--- src/rtl/clkgen_pkg.sv ---
package clkgen_pkg;

    typedef enum logic {
        GEN_HALT = 1'b0,
        GEN_RUN  = 1'b1
    } gen_state_e;

endpackage

--- src/rtl/clkgen_decode.sv ---
module clkgen_decode #(
    parameter int NUM_GEN     = 4,
    parameter int STRIDE_LOG2 = 3,
    parameter int ADDR_W      = 5
) (
    input  logic               wr_en,
    input  logic [ADDR_W-1:0]  wr_addr,
    output logic [NUM_GEN-1:0] hit_o
);

    localparam int IDX_W = (NUM_GEN > 1) ? $clog2(NUM_GEN) : 1;

    logic [IDX_W-1:0] idx;
    assign idx = wr_addr[STRIDE_LOG2 +: IDX_W];

    for (genvar g = 0; g < NUM_GEN; g++) begin : g_hit
        assign hit_o[g] = wr_en && (idx == IDX_W'(g));
    end

endmodule

--- src/rtl/clkgen_channel.sv ---
module clkgen_channel
    import clkgen_pkg::*;
#(
    parameter int ACC_W = 32
) (
    input  logic             clk,
    input  logic             rst_n,
    input  logic             load,
    input  logic [ACC_W-1:0] load_val,
    output logic [ACC_W-1:0] inc_o,
    output logic             clk_o
);

    localparam logic [ACC_W-1:0] INC_MAX = {1'b0, {(ACC_W-1){1'b1}}};

    gen_state_e       state_q, state_d;
    logic [ACC_W-1:0] inc_q, inc_d, inc_clamped;
    logic [ACC_W-1:0] acc_q, acc_d;
    logic             out_q, out_d;

    assign inc_clamped = load_val[ACC_W-1] ? INC_MAX : load_val;

    // transitions
    always_comb begin
        state_d = state_q;
        inc_d   = load ? inc_clamped : inc_q;
        unique case (state_q)
            GEN_HALT: if (load && (inc_clamped != '0)) state_d = GEN_RUN;
            GEN_RUN:  if (load && (inc_clamped == '0)) state_d = GEN_HALT;
            default:  state_d = GEN_HALT;
        endcase
    end

    always_ff @(posedge clk) begin
        if (!rst_n) begin
            state_q <= GEN_HALT;
            inc_q   <= '0;
        end else begin
            state_q <= state_d;
            inc_q   <= inc_d;
        end
    end

    // per-state outputs
    always_comb begin
        acc_d = acc_q;
        out_d = 1'b0;
        unique case (state_q)
            GEN_HALT: out_d = 1'b0;
            GEN_RUN: begin
                acc_d = acc_q + inc_q;
                out_d = acc_d[ACC_W-1];
            end
            default: out_d = 1'b0;
        endcase
    end

    always_ff @(posedge clk) begin
        if (!rst_n) begin
            acc_q <= '0;
            out_q <= 1'b0;
        end else begin
            acc_q <= acc_d;
            out_q <= out_d;
        end
    end

    assign inc_o = inc_q;
    assign clk_o = out_q;

    AST_HALT_LOW: assert property (@(posedge clk) disable iff (!rst_n)
        (state_q == GEN_HALT) |=> !clk_o);
    AST_HALT_HOLD: assert property (@(posedge clk) disable iff (!rst_n)
        (state_q == GEN_HALT) |=> $stable(acc_q));
    AST_ACC_STEP: assert property (@(posedge clk) disable iff (!rst_n)
        (state_q == GEN_RUN) |=> (acc_q == $past(acc_q) + $past(inc_q)));
    AST_OUT_MSB: assert property (@(posedge clk) disable iff (!rst_n)
        (state_q == GEN_RUN) |=> (clk_o == acc_q[ACC_W-1]));
    AST_INC_LIMIT: assert property (@(posedge clk) disable iff (!rst_n)
        !inc_q[ACC_W-1]);
    AST_IDLE_KEEP: assert property (@(posedge clk) disable iff (!rst_n)
        !load |=> $stable(inc_q));

endmodule

--- src/rtl/clkgen_bank.sv ---
module clkgen_bank
    import clkgen_pkg::*;
#(
    parameter int  NUM_GEN     = 4,
    parameter int  ACC_W       = 32,
    parameter int  STRIDE_LOG2 = 3,
    localparam int IDX_W       = (NUM_GEN > 1) ? $clog2(NUM_GEN) : 1,
    localparam int ADDR_W      = STRIDE_LOG2 + IDX_W
) (
    input  logic               clk,
    input  logic               rst_n,
    input  logic               wr_en,
    input  logic [ADDR_W-1:0]  wr_addr,
    input  logic [ACC_W-1:0]   wr_data,
    input  logic [ADDR_W-1:0]  rd_addr,
    output logic [ACC_W-1:0]   rd_data,
    output logic [NUM_GEN-1:0] gen_clk
);

    logic [NUM_GEN-1:0] hit;
    logic [ACC_W-1:0]   inc_all [NUM_GEN];
    logic [IDX_W-1:0]   rd_idx;

    clkgen_decode #(
        .NUM_GEN     (NUM_GEN),
        .STRIDE_LOG2 (STRIDE_LOG2),
        .ADDR_W      (ADDR_W)
    ) i_decode (
        .wr_en   (wr_en),
        .wr_addr (wr_addr),
        .hit_o   (hit)
    );

    for (genvar g = 0; g < NUM_GEN; g++) begin : g_chan
        clkgen_channel #(
            .ACC_W (ACC_W)
        ) i_chan (
            .clk      (clk),
            .rst_n    (rst_n),
            .load     (hit[g]),
            .load_val (wr_data),
            .inc_o    (inc_all[g]),
            .clk_o    (gen_clk[g])
        );
    end

    assign rd_idx = rd_addr[STRIDE_LOG2 +: IDX_W];

    always_comb begin
        rd_data = '0;
        for (int g = 0; g < NUM_GEN; g++) begin
            if (rd_idx == IDX_W'(g)) rd_data = inc_all[g];
        end
    end

    AST_ONE_LOAD: assert property (@(posedge clk) disable iff (!rst_n)
        $onehot0(hit));
    AST_LOAD_ON_WRITE: assert property (@(posedge clk) disable iff (!rst_n)
        (hit != '0) |-> wr_en);

endmodule

--- config.mk ---
export PLATFORM = sky130hd
export DESIGN_NAME = clkgen_bank
export DESIGN_NICKNAME = d
export VERILOG_FILES = /design/src/rtl/clkgen_pkg.sv /design/src/rtl/clkgen_decode.sv /design/src/rtl/clkgen_channel.sv /design/src/rtl/clkgen_bank.sv
export SDC_FILE = /design/constraint.sdc
export NUM_CORES = 1
export LEC_CHECK = 0
export CAP_MARGIN = 20
export CORE_ASPECT_RATIO = 2
export CORE_MARGIN = 5
export CORE_UTILIZATION = 25
export CTS_BUF_LIST = sky130_fd_sc_hd__clkbuf_16
export DETAILED_ROUTE_END_ITERATION = 10
export DONT_BUFFER_PORTS = 1
export HOLD_SLACK_MARGIN = 0.12
export PLACE_DENSITY = 0.38
export SLEW_MARGIN = 20
export SYNTH_ARGS = -nofsm -noshare
export SYNTH_HDL_FRONTEND = slang
export SYNTH_SLANG_ARGS = --single-unit
--- constraint.sdc ---
create_clock -name clk -period 8.2 [get_ports clk]
set_input_delay 1.23 -clock clk [delete_from_list [all_inputs] [get_ports clk]]
set_output_delay 1.23 -clock clk [all_outputs]
set_load 0.02 [all_outputs]
# Yosys cells after proc, flatten, opt, wreduce, memory -nomap -nowiden
# Index checks and enable logic that the tools add are counted.
[word_totals]
ff_bits = 264
inputBits = 45
output_inout_bits = 36
[op_classes]
add_sub_neg = 4
eq_ne = 6
muxes = 21
n_bitwise = 4
reduce_logical = 16
[ops]
columns = ["cell", "count"]
rows = [
  ["$add 32x32->32", 4],
  ["$mux 32", 4],
  ["$logic_not 32->1", 1],
  ["$reduce_bool 32->1", 1],
  ["$mux 31", 1],
  ["$pmux 1 s2", 8],
  ["$logic_and 1x1->1", 12],
  ["$eq 2x2->1 const B", 4],
  ["$mux 1", 8],
  ["$eq 2x1->1 const B", 2],
  ["$logic_not 2->1", 2],
  ["$not 1->1", 4],
]

# Logic depth before layout (Yosys ltp)
# Gate-level depths: netlist of the first run.
[logic_depth]
ltp_word = 5
depth_mapped = 11
mapped_depth_nobuf = 11

# Hierarchy
# A second synthesis of the first run with hierarchy kept.
[unflattened]
hier_cells = 1912
area_unflattened_um2 = 16428.3
[by_module_without_submodules]
columns = ["mod", "n_inst", "cells_per_inst", "area_each_um2", "seq_area_each_um2"]
rows = [
  ["clkgen_channel (g_chan[1].i_chan ...)", 3, 467, 3828.7, 1301.2],
  ["clkgen_channel (g_chan[0].i_chan)", 1, 468, 4090.2, 1301.2],
  ["clkgen_bank", 1, 39, 814.5, 0.0],
  ["clkgen_decode", 1, 4, 37.5, 0.0],
]

# Least setup slack after synthesis of the first run
# No wires, ideal clock.
[synth_timing]
path_kind = "input to output"
startpoint = "in rd_addr[3]"
endpoint = "out rd_data[0]"
t_arrival_ns = 2.390
slack_ns = 4.580
stages = 2
cell_sequence = "buf_1 > mux4_2"
[synth_between]
elab_chain_cells = 5
elab_cells_between_ends = 8
[synth_lines]
columns = ["item", "line_no", "rtl"]
rows = [
  ["start: declaration", "clkgen_bank.sv:15", "input logic [ADDR_W-1:0] rd_addr,"],
  ["$logic_not 2->1", "clkgen_bank.sv:52", "if (rd_idx == IDX_W'(g)) rd_data = inc_all[g];"],
  ["$mux 32 (3 in a row)", "clkgen_bank.sv:52", ""],
  ["$mux 32 (*)", "clkgen_bank.sv:52", ""],
  ["end: declaration", "clkgen_bank.sv:16", "output logic [ACC_W-1:0] rd_data,"],
]
# Mark *: on every way between the ends. The rest lies on a longest branch, timed or not.

# Final worst setup path of the first run
[layout_timing]
startpoint = "reg g_chan[1].i_chan.inc_q[0]"
endpoint = "reg g_chan[1].i_chan.acc_q[30]"
[layout_between]
elab_chain_cells = 1
[layout_lines]
columns = ["item", "line_no", "rtl"]
rows = [
  ["start: declaration", "clkgen_channel.sv:17", "logic [ACC_W-1:0] inc_q, inc_d, inc_clamped;"],
  ["start signal: assignment", "clkgen_channel.sv:40", "inc_q <= inc_d;"],
  ["$add 32x32->32", "clkgen_channel.sv:51", "acc_d = acc_q + inc_q;"],
  ["end signal: assignment", "clkgen_channel.sv:60", "acc_q <= '0;"],
  ["end signal: assignment", "clkgen_channel.sv:63", "acc_q <= acc_d;"],
  ["end: declaration", "clkgen_channel.sv:18", "logic [ACC_W-1:0] acc_q, acc_d;"],
]
# Every way passes these cells.
# A chain may end at the register's enable or synchronous reset.

==> results of run 1 <==
[layout make-up]
cell class	count	share of cell area, %
clock buffers	29	4.049
clock inverters	23	0.9076
inverters	24	0.5446
multi-input cells	1481	58.91
flip-flops and latches	260	29.09
well taps	871	6.081
repair buffers	10	0.4189
[cells in the mapped netlist, types with 31 or more instances]
cell type	instances	area (µm²)
sky130_fd_sc_hd__a211oi_1	150	1126
sky130_fd_sc_hd__nand3_1	49	245.2
sky130_fd_sc_hd__mux4_2	31	698.2
sky130_fd_sc_hd__mux2i_1	81	810.8
sky130_fd_sc_hd__xor2_1	39	341.6
sky130_fd_sc_hd__ha_1	124	1551
sky130_fd_sc_hd__o21ai_0	71	355.3
sky130_fd_sc_hd__dfxtp_1	260	5205
sky130_fd_sc_hd__nand2_1	87	326.6
sky130_fd_sc_hd__nor2_1	330	1239
sky130_fd_sc_hd__a21oi_1	112	560.5
sky130_fd_sc_hd__a21o_1	81	608.1
sky130_fd_sc_hd__xnor2_1	59	516.8
sky130_fd_sc_hd__clkbuf_1	88	330.3
[per-stage QoR]
step | util [%] | hold WS [ns] | setup slack [ns]
final | 27.68 | 0.4698 | 4.559
after global routing | 27.68 | 0.4937 | 4.484
after CTS | 27.68 | 0.4736 | 4.552
after detailed placement | 26.30 | 0.4578 | 4.472
after global placement | 26.30 | 0.4445 | 4.492
after floorplan | - | 0.4315 | 4.580
[path summary, 6_finish.rpt]
kind                            slack, ns  cells past startpoint                                      end                               startpoint
worst max-delay path                 4.56                     11  g_chan[1].i_chan.acc_q[30]$_SDFFE_PN0P_   g_chan[1].i_chan.inc_o[0]$_SDFFE_PN0P_
worst min-delay path                 0.47                      2  g_chan[3].i_chan.acc_q[24]$_SDFFE_PN0P_  g_chan[3].i_chan.acc_q[24]$_SDFFE_PN0P_
worst max register to register       4.56                     11  g_chan[1].i_chan.acc_q[30]$_SDFFE_PN0P_   g_chan[1].i_chan.inc_o[0]$_SDFFE_PN0P_
worst min register to register       0.47                      2  g_chan[3].i_chan.acc_q[24]$_SDFFE_PN0P_  g_chan[3].i_chan.acc_q[24]$_SDFFE_PN0P_
[metal layers]
| metal | track usage [%] | vias up | routed length, µm |
|---|---|---|---|
| li1 | - | 6796 | - |
| met1 | 18.16 | 6622 | 22900 |
| met2 | 31.53 | 246 | 31620 |
| met3 | 3.427 | 76 | 3080 |
| met4 | 6.870 | 0 | 2578 |
| met5 | 0 | - | 0 |
[sequential cells by signal, summed over array words and instances, names as in the netlist, named ones only]
| name | flops |
|---|---|
| g_chan.i_chan.acc_q | 128 |
| g_chan.i_chan.inc_o | 124 |
| g_chan.i_chan.clk_o | 4 |
[worst max-delay path, stage by stage (launching register included)]
cell and delay [ns]:
sky130_fd_sc_hd__dfxtp_1 0.35, sky130_fd_sc_hd__ha_1 0.24, sky130_fd_sc_hd__fa_1 0.45, sky130_fd_sc_hd__a211oi_2 0.30
sky130_fd_sc_hd__o21ai_0 0.16, sky130_fd_sc_hd__a21oi_1 0.58, sky130_fd_sc_hd__o21ai_1 0.32, sky130_fd_sc_hd__a21oi_2 0.37
sky130_fd_sc_hd__o21ai_1 0.19, sky130_fd_sc_hd__nand3_1 0.16, sky130_fd_sc_hd__mux2i_1 0.09, sky130_fd_sc_hd__a311o_1 0.31
[power groups by stage]
| stage | sequential (mW) | clock (mW) | combinational, mW |
|---|---|---|---|
| floorplan | 1.36 | 0 | 0.285 |
| global placement | 1.40 | 0 | 0.354 |
| detailed placement | 1.40 | 0 | 0.359 |
| CTS | 1.37 | 1.35 | 0.359 |
| global route | 1.38 | 1.38 | 0.391 |
| finish | 1.37 | 1.29 | 0.353 |
[kinds of logic (layout without fill, tap and decap cells)]
kind of cell	count (synthesis)	after routing	synth area share [%]
other	1	1	0.02301
adder cells (fa/ha/maj)	128	128	10.01
buffers and inverters	140	86	3.409
flip-flops	260	260	31.94
AND/OR/NAND/NOR	580	580	16.03
multiplexers	116	116	9.536
AO/OA/AOI/OAI	558	558	23.79
XOR/XNOR	98	98	5.267
==> run summary, run 1 <==
Registers are responsible for 45.6% of the overall power. Of the cells placed in the final design, the portion with a size suffix greater than 1 is 7.444%. Before antenna repair, the detailed router went through 5 iterations. Count of final setup violators: 0. The register clock-pin slew on the reported worst setup and hold paths was 0.07 ns. Clock latency on the worst-skew pair, taken at its later pin, is 0.58 ns. Hold violation count in the final report: 0. The total DRC errors in the routed layout is 0, and the number of nets in the final layout is 1978. From synthesis to final layout, the design area changed by 9.965%. The logs give 5213 µm² for the flip-flop and latch area and 17030 µm² for the placed cell area. Wire length of the first global-routing pass: 89100 µm.

Global routing consumed, over all layers together, 16.82% of the routing resources. The filler cells instantiated in the layout total 6994. The most used flip-flop cell after synthesis is sky130_fd_sc_hd__dfxtp_1.

The multi-input combinational cells in the finished layout cover a total of 10560 µm². Summed over all layers, the routed wires come to 60180 µm. Routability-driven placement finished with a final weighted congestion of 0.8091. With fillers left out, the area of the finished cells amounts to 17920 µm². The share of synthesized area occupied by flip-flops and latches is 31.94%, and the combinational group share of total power is 11.7%. After technology mapping, the gate count stands at 1881. The arrival time at the worst endpoint was 4.10 ns; the worst slew slack as a fraction of its limit was 28.62%.

The number of hold buffers added after CTS was 0. The critical path class was reg2reg. The logs give 28 for the number of CTS-inserted buffers and 70700 µm² for the full die area.

Max-cap violations in this run came to 0. Once detail routing completed, the nets flagged for antenna violations numbered 0. The flow ran to the end, and the final reports show no timing, DRC or antenna violations. The highest fanout seen on the critical path is 4, and the critical path required time is 8.66 ns.

The total of buffers placed on input and output ports was 0. The worst setup path is captured at a flip-flop. The run gives 0.8680 mW as the switching power of the nets.

Final period utilization: 44.40%. The via count of the first global-routing pass was 13730; the total power per unit cell area was 167.9 nW/µm². For the pin with the worst max-slew slack, the measured transition is 1.067 ns. The die height was 371.1 µm. Total power for the finished layout comes to 3.010 mW.

For the number of pins with negative max-slew slack in the final report, the log shows 0. Subtracting the final worst setup slack from the clock period gives 3.641 ns. After synthesis, the mean cell area works out to 8.664 µm².

The clock network is responsible for 42.7% of the overall power. The clock passes through at most 3 buffers. Summed over all cells, the static leakage comes to 7.167 nW. The H-tree depth reported by CTS came out at 1. Setup repair after global routing left no endpoint under its margin. The number of placed instances, taps included, is 2646. Post-DP HPWL: 46080 µm. The clock tree root driver cell was sky130_fd_sc_hd__clkbuf_16. The largest clock skew in the final design is 0.01662 ns, and the detail-routed via count per cell is 5.093. The tools report the overall via count from detail_route as 13740. After floorplanning, the core was divided into 132 placement rows. Once the floorplan was initialized, standard cells occupied 25.17% of the core.

For the cell area after technology mapping, the log shows 16300 µm². For the final routed database, the setup TNS stands at 0 ns. The total overflow left after global routing is 0. Of all flip-flops after synthesis, the portion carrying an async set or reset was 0%. The clock net in this run drives a total of 260 sinks.

The top cell types in the final layout, fill and taps aside, are 328 x sky130_fd_sc_hd__nor2_1, 256 x sky130_fd_sc_hd__dfxtp_1, 150 x sky130_fd_sc_hd__a211oi_1. STA classifies the critical path startpoint as a flip-flop. In this run the count of I/O pins placed on the die edge is 81.

The synthesis-stage register bit count was 260; the yosys synthesis warning count was 0. The repair_antennas step left the layout with diodes totalling 0. The core region area is 64740 µm². Routed wire length per instance: 22.31 µm. The tightest min-delay check is of the reg2reg type.

Internal power: 2.142 mW. The synthesized netlist contains 89 unique library cells. The pin count of the biggest net entering global routing is 91. The number of buffers inserted to repair setup after CTS was 0; the highest attainable clock frequency was 0.2747 GHz. The final cell count without fillers was 2698; the number of antenna violations at the first check in global routing was 0. Count of flip-flops with a built-in enable after synthesis: 0. From left edge to right edge, the die measures 190.5 µm.

VDD sags by at most 138.4 µV. The most common library cell in the layout ignoring fill and taps was sky130_fd_sc_hd__nor2_1. Count of instances resized after the clock tree is built: 0. After the first detailed-routing iteration, the DRC count stood at 624.

Synthesis produced a netlist with a net count of 2054. Of the total power, the share spent switching nets is 28.84%. TritonCTS built the clock tree.
Note: power is estimated with default switching activity, not from simulation.
==> run 2, diff against run 1 <==
- clock period: 8.2 -> 3.75 ns (I/O delays scaled with it)
==> run 2 against run 1 <==
Against the previous run: die area unchanged; largest cell class unchanged; clock power increased by 120%; critical endpoint is now g_chan[3].i_chan.acc_q[26]$_SDFFE_PN0P_; clock-buffer cell count did not move; highest routed layer unchanged.
==> run summary, run 2 (synthesized netlist as in run 1, its figures left out) <==
The layout has 6948 filler cells. Start point of the critical path: g_chan[3].i_chan.inc_o[0]$_SDFFE_PN0P_. At the pin with the least slew margin, the transition time is 1.023 ns. During I/O placement, the number of pins put on the boundary was 81. Most common library cell in the layout ignoring fill and taps: sky130_fd_sc_hd__nor2_1.

Global routing consumed, over all layers together, 16.49% of the routing resources. In the detailed route, the total length drawn on met2 is 31250 µm. The run finished with clean final reports.

The tools report the number of max-cap violations as 0. Entering global routing, the biggest net connects 113 pins. In this run the remaining antenna-violating nets after routing total 0. Before antenna repair, the detailed router went through 5 iterations. The full die area was 70700 µm²; the number of cells traversed by the worst register-to-register path was 11. From synthesis to final layout, the design area changed by 10.57%. The logs give 0 for the number of pins with negative max-slew slack in the final report and 0.58 ns for the clock latency reported for the late side of the worst-skew pair.

Summing all placed instances gives a cell area of 17110 µm². For this run, the post-layout net count is 1987. The setup check on the worst reg-to-reg path leaves a slack of 0.47 ns. The number of clock sinks seen by CTS was 260; the routed metal-1 wirelength was 23270 µm.

Along the worst path, the maximum fanout reaches 3. The launch point of the worst reg-to-reg path is g_chan[3].i_chan.inc_o[0]$_SDFFE_PN0P_. Among all stages on the critical path, the largest delay is contributed by sky130_fd_sc_hd__fa_1. The uppermost layer routed is met4. The count of cells in the finished layout, fillers not included, comes to 2707.

The via count of the first global-routing pass is 13940, and the die extent in x is 190.5 µm. For the cell row count, the log shows 132. The repair_antennas step left the layout with diodes totalling 0. The register clock-pin slew on the reported worst setup and hold paths is 0.07 ns, and the arrival time at the worst endpoint is 3.72 ns. The routed layout has 13670 vias. After detailed routing, the number of remaining DRC violations is 0. Counting instances, the worst hold path has a depth of 2. The worst vdd rail ir drop is 409.7 µV. For the number of antenna violations at the first check in global routing, the log shows 0.

The tools report the number of CTS-inserted buffers as 29. The worst hold-check slack is 0.1445 ns, and the detail-routed via count per cell is 5.051. The cell sitting at the root of the clock tree is a sky130_fd_sc_hd__clkbuf_16. The worst path in the final design needs a cycle of 3.282 ns, including I/O delays and setup. For this block, the routed nets add up to 58880 µm of wire. The total non-filler cell area in the finished layout is 18020 µm², and the wire length of the first global-routing pass is 88540 µm.

The wire length on met3 came out at 2774 µm. The congestion estimate from routability-driven global placement came to 0.8722. The register with the most flip-flops in the layout has 128 of them. Traced cell by cell, the critical path runs through ha_1 > fa_1 > a211oi_1 > o21ai_0 > a21oi_1 > o31ai_2 > a21oi_1 > o21ai_2 > a31oi_1 > xor2_1 > o21ai_0. In this run the worst setup path terminates at g_chan[3].i_chan.acc_q[26]$_SDFFE_PN0P_.

The floorplan step defined a core boundary enclosing 64740 µm². The flip-flop and latch area is 5210 µm², and the total area of multi-input combinational cells is 10560 µm². The category of the worst setup path launch point was a flip-flop. The logs give 0 for the count of final setup violators and 31.15% for the worst slew slack as a fraction of its limit. Global routing finished with a remaining overflow of 0. The routed wire length per instance was 21.75 µm; the total power per unit cell area was 366.5 nW/µm².

Worst min-delay path class: in2reg. Once the clock tree was built, the resizer swapped 0 gates to a different size. The H-tree depth reported by CTS is 1. Leakage power of the design: 7.208 nW.

The sort of element at the end of the critical path was a flip-flop. The logs give 0.4223 ns for the pre-CTS worst setup slack and 2653 for the instance count after placement with tap cells included. In this run the deepest clock path goes through 3 buffers.

The die height was 371.1 µm; the critical path required time was 4.19 ns. DRC violation total after the first TritonRoute iteration: 703. The largest single stage delay on the critical path is 0.44 ns. For the final routed database, the setup TNS stands at 0 ns. By startpoint and endpoint, the worst setup path is classified as reg2reg. Ranked by flip-flop count, first place goes to g_chan.i_chan.acc_q. Overall power consumption after layout is estimated at 6.605 mW. Buffers placed on the I/O ports in this run total 0. The largest clock skew in the final design is 0.01651 ns. For this run, the share of the core covered by cells in the final layout is 27.83%. Derived from the worst setup path, the maximum achievable clock frequency is 0.3047 GHz. Setup repair after global routing left no endpoint under its margin.

The starting density of the core is 25.17%. Dividing the final minimum period by the clock period gives 87.53%. The hold violation count in the final report came out at 0. The worst path meets setup with 0.4678 ns of slack. The library cells used most frequently in the layout, excluding fill and tap cells, are 328 x sky130_fd_sc_hd__nor2_1, 256 x sky130_fd_sc_hd__dfxtp_1, 150 x sky130_fd_sc_hd__a211oi_1. TritonCTS built the clock tree.

Cells with a size suffix above 1 make up 7.789% of the layout. The number of buffers inserted to repair setup after CTS is 0, and the post-DP HPWL is 45540 µm. The worst register-to-register path ends at g_chan[3].i_chan.acc_q[26]$_SDFFE_PN0P_.
[run 2: cell types whose count changed in the layout (fill, tap and decap cells not counted), moves of 2 or more]
cell                       before  now
sky130_fd_sc_hd__buf_4         10   15
sky130_fd_sc_hd__clkinv_2      10    7
sky130_fd_sc_hd__clkinv_1       4    6
sky130_fd_sc_hd__inv_6          0    2
sky130_fd_sc_hd__buf_12         0    2
[run 2: area by class of cell]
type / count / area share [%]
multi-input cells: 1481 / 58.59
flip-flops and latches: 260 / 28.91
well taps: 871 / 6.048
clock buffers: 29 / 4.027
clock inverters: 24 / 0.9790
repair buffers: 18 / 0.9027
inverters: 24 / 0.5416
[run 2: repair_timing]
item,CTS,global route
hold endpoints to repair,6,0
endpoints found under the setup margin,0,0
hold buffers,1,0
[run 2: worst max-delay path, delay by kind of cell, from the launching register on]
family | cells | cell delay (ns)
adders and majority gates | 2 | 0.67
xor gates and xnor gates | 1 | 0.15
AOI/OAI and AO/OA | 8 | 1.99
DFF | 1 | 0.33
[run 2: layer usage]
layer | vias to the layer above | global-route usage, %
met1 | 6590 | 18.28
met4 | 0 | 4.589
met5 | - | 0
li1 | 6799 | -
met3 | 64 | 3.211
met2 | 220 | 31.53
[run 2: power breakdown]
part	switching, mW	leakage [nW]	internal [mW]
logic	0.499	4.64	0.287
registers	0.113	2.12	2.86
clock network	1.30	0.448	1.55
total	1.91	7.21	4.70
[run 2: how the worst min path moves through the flow]
stage          slack (ns)                                 endpoint                                     from
2_1_floorplan        0.43  g_chan[3].i_chan.acc_q[24]$_SDFFE_PN0P_  g_chan[3].i_chan.acc_q[24]$_SDFFE_PN0P_
3_3_place_gp         0.45  g_chan[3].i_chan.acc_q[24]$_SDFFE_PN0P_  g_chan[3].i_chan.acc_q[24]$_SDFFE_PN0P_
3_5_place_dp         0.45  g_chan[3].i_chan.acc_q[28]$_SDFFE_PN0P_  g_chan[3].i_chan.acc_q[28]$_SDFFE_PN0P_
4_1_cts              0.12  g_chan[2].i_chan.acc_q[27]$_SDFFE_PN0P_                                    rst_n
5_1_grt              0.15  g_chan[1].i_chan.acc_q[30]$_SDFFE_PN0P_                                    rst_n
6_report             0.14  g_chan[2].i_chan.acc_q[27]$_SDFFE_PN0P_                                    rst_n
==> run 3, diff against run 2 <==
- MAX_ROUTING_LAYER: unset -> met4
==> run 3 against run 2 <==
Against the previous run: cell area did not move; clock skew hardly changed; sequential share of layout area unchanged; critical endpoint is now g_chan[3].i_chan.acc_q[24]$_SDFFE_PN0P_; clock-buffer cell count is the same; hold slack better by 0.0091 ns.
==> run summary, run 3 (synthesized netlist as in run 1, its figures left out) <==
The number of antenna violations at the first check in global routing is 0, and the total non-filler cell area in the finished layout is 18020 µm². The first global-routing pass estimated 88590 µm of wire. For the overall via count from detail_route, the log shows 13660.

The total DRC errors in the routed layout is 0. The number of pins with negative max-slew slack in the final report is 0. Counting along the longest clock path gives a buffer depth of 3. Die height: 371.1 µm.

After detailed routing, the total wire length is 58960 µm. Dividing the detail-routed wire length by the instance count gives 21.78 µm. The tools report the hold violation count in the final report as 0.

The layout-stage area growth over the synthesis result was 10.57%. For the instance count after placement with tap cells included, the log shows 2653. The path class of the tightest hold or removal check is in2reg.

The logs give 17110 µm² for the placed cell area and 0 for the number of max-cap violations. H-tree depth reported by CTS: 1. 0 antenna diodes ended up in the layout. Via count of the first global-routing pass: 13950.

For this design, the sink count on the clock tree is 260. Counting I/O delays and the setup requirement, the final critical path takes 3.294 ns. STA classifies the critical path endpoint as a flip-flop. Fill cells in the final layout number 6948.

The top cell types in the final layout, fill and taps aside, are 328 x sky130_fd_sc_hd__nor2_1, 256 x sky130_fd_sc_hd__dfxtp_1, 150 x sky130_fd_sc_hd__a211oi_1. Entering global routing, the biggest net connects 113 pins. The highest fanout seen on the critical path works out to 3. The library cell used most frequently in the layout, excluding fill and tap cells, is sky130_fd_sc_hd__nor2_1.

Before antenna repair, the detailed router went through 5 iterations. The flow ran to the end, and the final reports show no timing, DRC or antenna violations. Across every metal layer, demand over resource in global routing totals 16.97%. The multi-input combinational cells in the finished layout cover a total of 10560 µm². The tools report the clock tree root driver cell as sky130_fd_sc_hd__clkbuf_16.

Summing all flip-flop and latch instances after layout gives 5210 µm². IR analysis of the VDD net gives a maximum drop of 409.9 µV. The analysis attributes to cell leakage a power of 7.208 nW.

In this run, the number of DRC markers left after iteration 0 of detailed routing was 700. The floorplan step defined a core boundary enclosing 64740 µm². Largest clock skew in the final design: 0.01621 ns. In this run, CTS created clock tree buffers numbering 29. The register with the most flip-flops in the final layout is g_chan.i_chan.acc_q. The number of gates resized after CTS was 0.

Setup violations remaining at the end of the flow were counted as 0. In the routed layout, each cell is associated on average with a via count of 5.047. Hold-fix buffer count after cts: 1.

The logs give 81 for the I/O pin count and 4.19 ns for the critical path required time. TritonCTS built the clock tree. Fraction of layout cells with a size suffix above 1: 7.789%.

The count of cells in the finished layout, fillers not included, comes to 2707. The starting density of the core was 25.17%. The setup TNS came out at 0 ns. At the end of routability-driven placement, the weighted congestion stood at 0.8865. For the highest attainable clock frequency, the log shows 0.3036 GHz. The register clock-pin slew on the reported worst setup and hold paths is 0.07 ns, and the die extent in x is 190.5 µm. At the pin with the least slew margin, the transition time is 1.007 ns. The critical path class is reg2reg. The number of buffers inserted to repair setup after CTS was 0.

Measured against its own limit, the worst slew margin works out to 32.27%. The run gives 1987 as the number of nets in the final layout. The post-DP HPWL was 45540 µm. The flip-flop count of the largest register after layout is 128, and the total of buffers placed on input and output ports is 0. Cell row count: 132. Setup repair after global routing left no endpoint under its margin. In this run the power density over the cells is 366.8 nW/µm². The aggregate global routing overflow is 0, and the clock latency reported for the late side of the worst-skew pair is 0.58 ns. The arrival time at the worst endpoint was 3.74 ns; the residual antenna-violating net count after detailed routing was 0.

Category of the worst setup path launch point: a flip-flop. After layout, the worst path uses 87.83% of the clock period. The full die area is 70700 µm².
-- run 3: cell counts in the layout (fill, tap and decap cells not counted) --
No cell type changed its count.
-- run 3: critical path, stage by stage (launching register included) --
cell and delay (ns):
sky130_fd_sc_hd__dfxtp_1 0.33, sky130_fd_sc_hd__ha_1 0.23, sky130_fd_sc_hd__fa_1 0.44, sky130_fd_sc_hd__a211oi_1 0.44
sky130_fd_sc_hd__o21ai_0 0.25, sky130_fd_sc_hd__a21oi_1 0.31, sky130_fd_sc_hd__o31ai_2 0.17, sky130_fd_sc_hd__a21oi_1 0.37
sky130_fd_sc_hd__nor2_1 0.16, sky130_fd_sc_hd__a31oi_1 0.23, sky130_fd_sc_hd__xor2_1 0.15, sky130_fd_sc_hd__o21ai_0 0.08
-- run 3: worst paths after layout --
check | slack [ns] | endpoint | from | cells after the start
worst max-delay path | 0.46 | g_chan[3].i_chan.acc_q[24]$_SDFFE_PN0P_ | g_chan[3].i_chan.inc_o[0]$_SDFFE_PN0P_ | 11
worst min-delay path | 0.15 | g_chan[3].i_chan.acc_q[20]$_SDFFE_PN0P_ | rst_n | 2
worst max register to register | 0.46 | g_chan[3].i_chan.acc_q[24]$_SDFFE_PN0P_ | g_chan[3].i_chan.inc_o[0]$_SDFFE_PN0P_ | 11
worst min register to register | 0.47 | g_chan[3].i_chan.acc_q[28]$_SDFFE_PN0P_ | g_chan[3].i_chan.acc_q[28]$_SDFFE_PN0P_ | 2
-- run 3: power breakdown --
group	internal (mW)	total (mW)	switching [mW]
Clock	1.55	2.85	1.30
Combinational	0.287	0.786	0.499
Sequential	2.86	2.98	0.113
Total	4.70	6.61	1.91
-- run 3: layout make-up --
type / count / share of cell area (%)
clock buffer: 29 / 4.027
clock inverter: 24 / 0.9790
inverter: 24 / 0.5416
multi-input combinational: 1481 / 58.59
sequential: 260 / 28.91
tap: 871 / 6.048
timing repair buffer: 18 / 0.9027
-- run 3: through the flow --
| step | utilization, % | worst slack (ns) | power (mW) | hold WS (ns) |
|---|---|---|---|---|
| floorplan | - | 1.113 | 3.601 | 0.4315 |
| global placement | 26.42 | 0.4197 | 3.829 | 0.4512 |
| detailed placement | 26.42 | 0.4223 | 3.841 | 0.4537 |
| CTS | 27.83 | 0.4098 | 6.758 | 0.1246 |
| global route | 27.83 | 0.2497 | 6.938 | 0.1486 |
| finish | 27.83 | 0.4564 | 6.610 | 0.1537 |
-- run 3: per-layer routing --
layer / global-route usage (%) / routed length [µm]
met5: - / 0
met4: 4.589 / 1433
met3: 3.154 / 2643
met2: 31.50 / 31430
met1: 18.38 / 23440
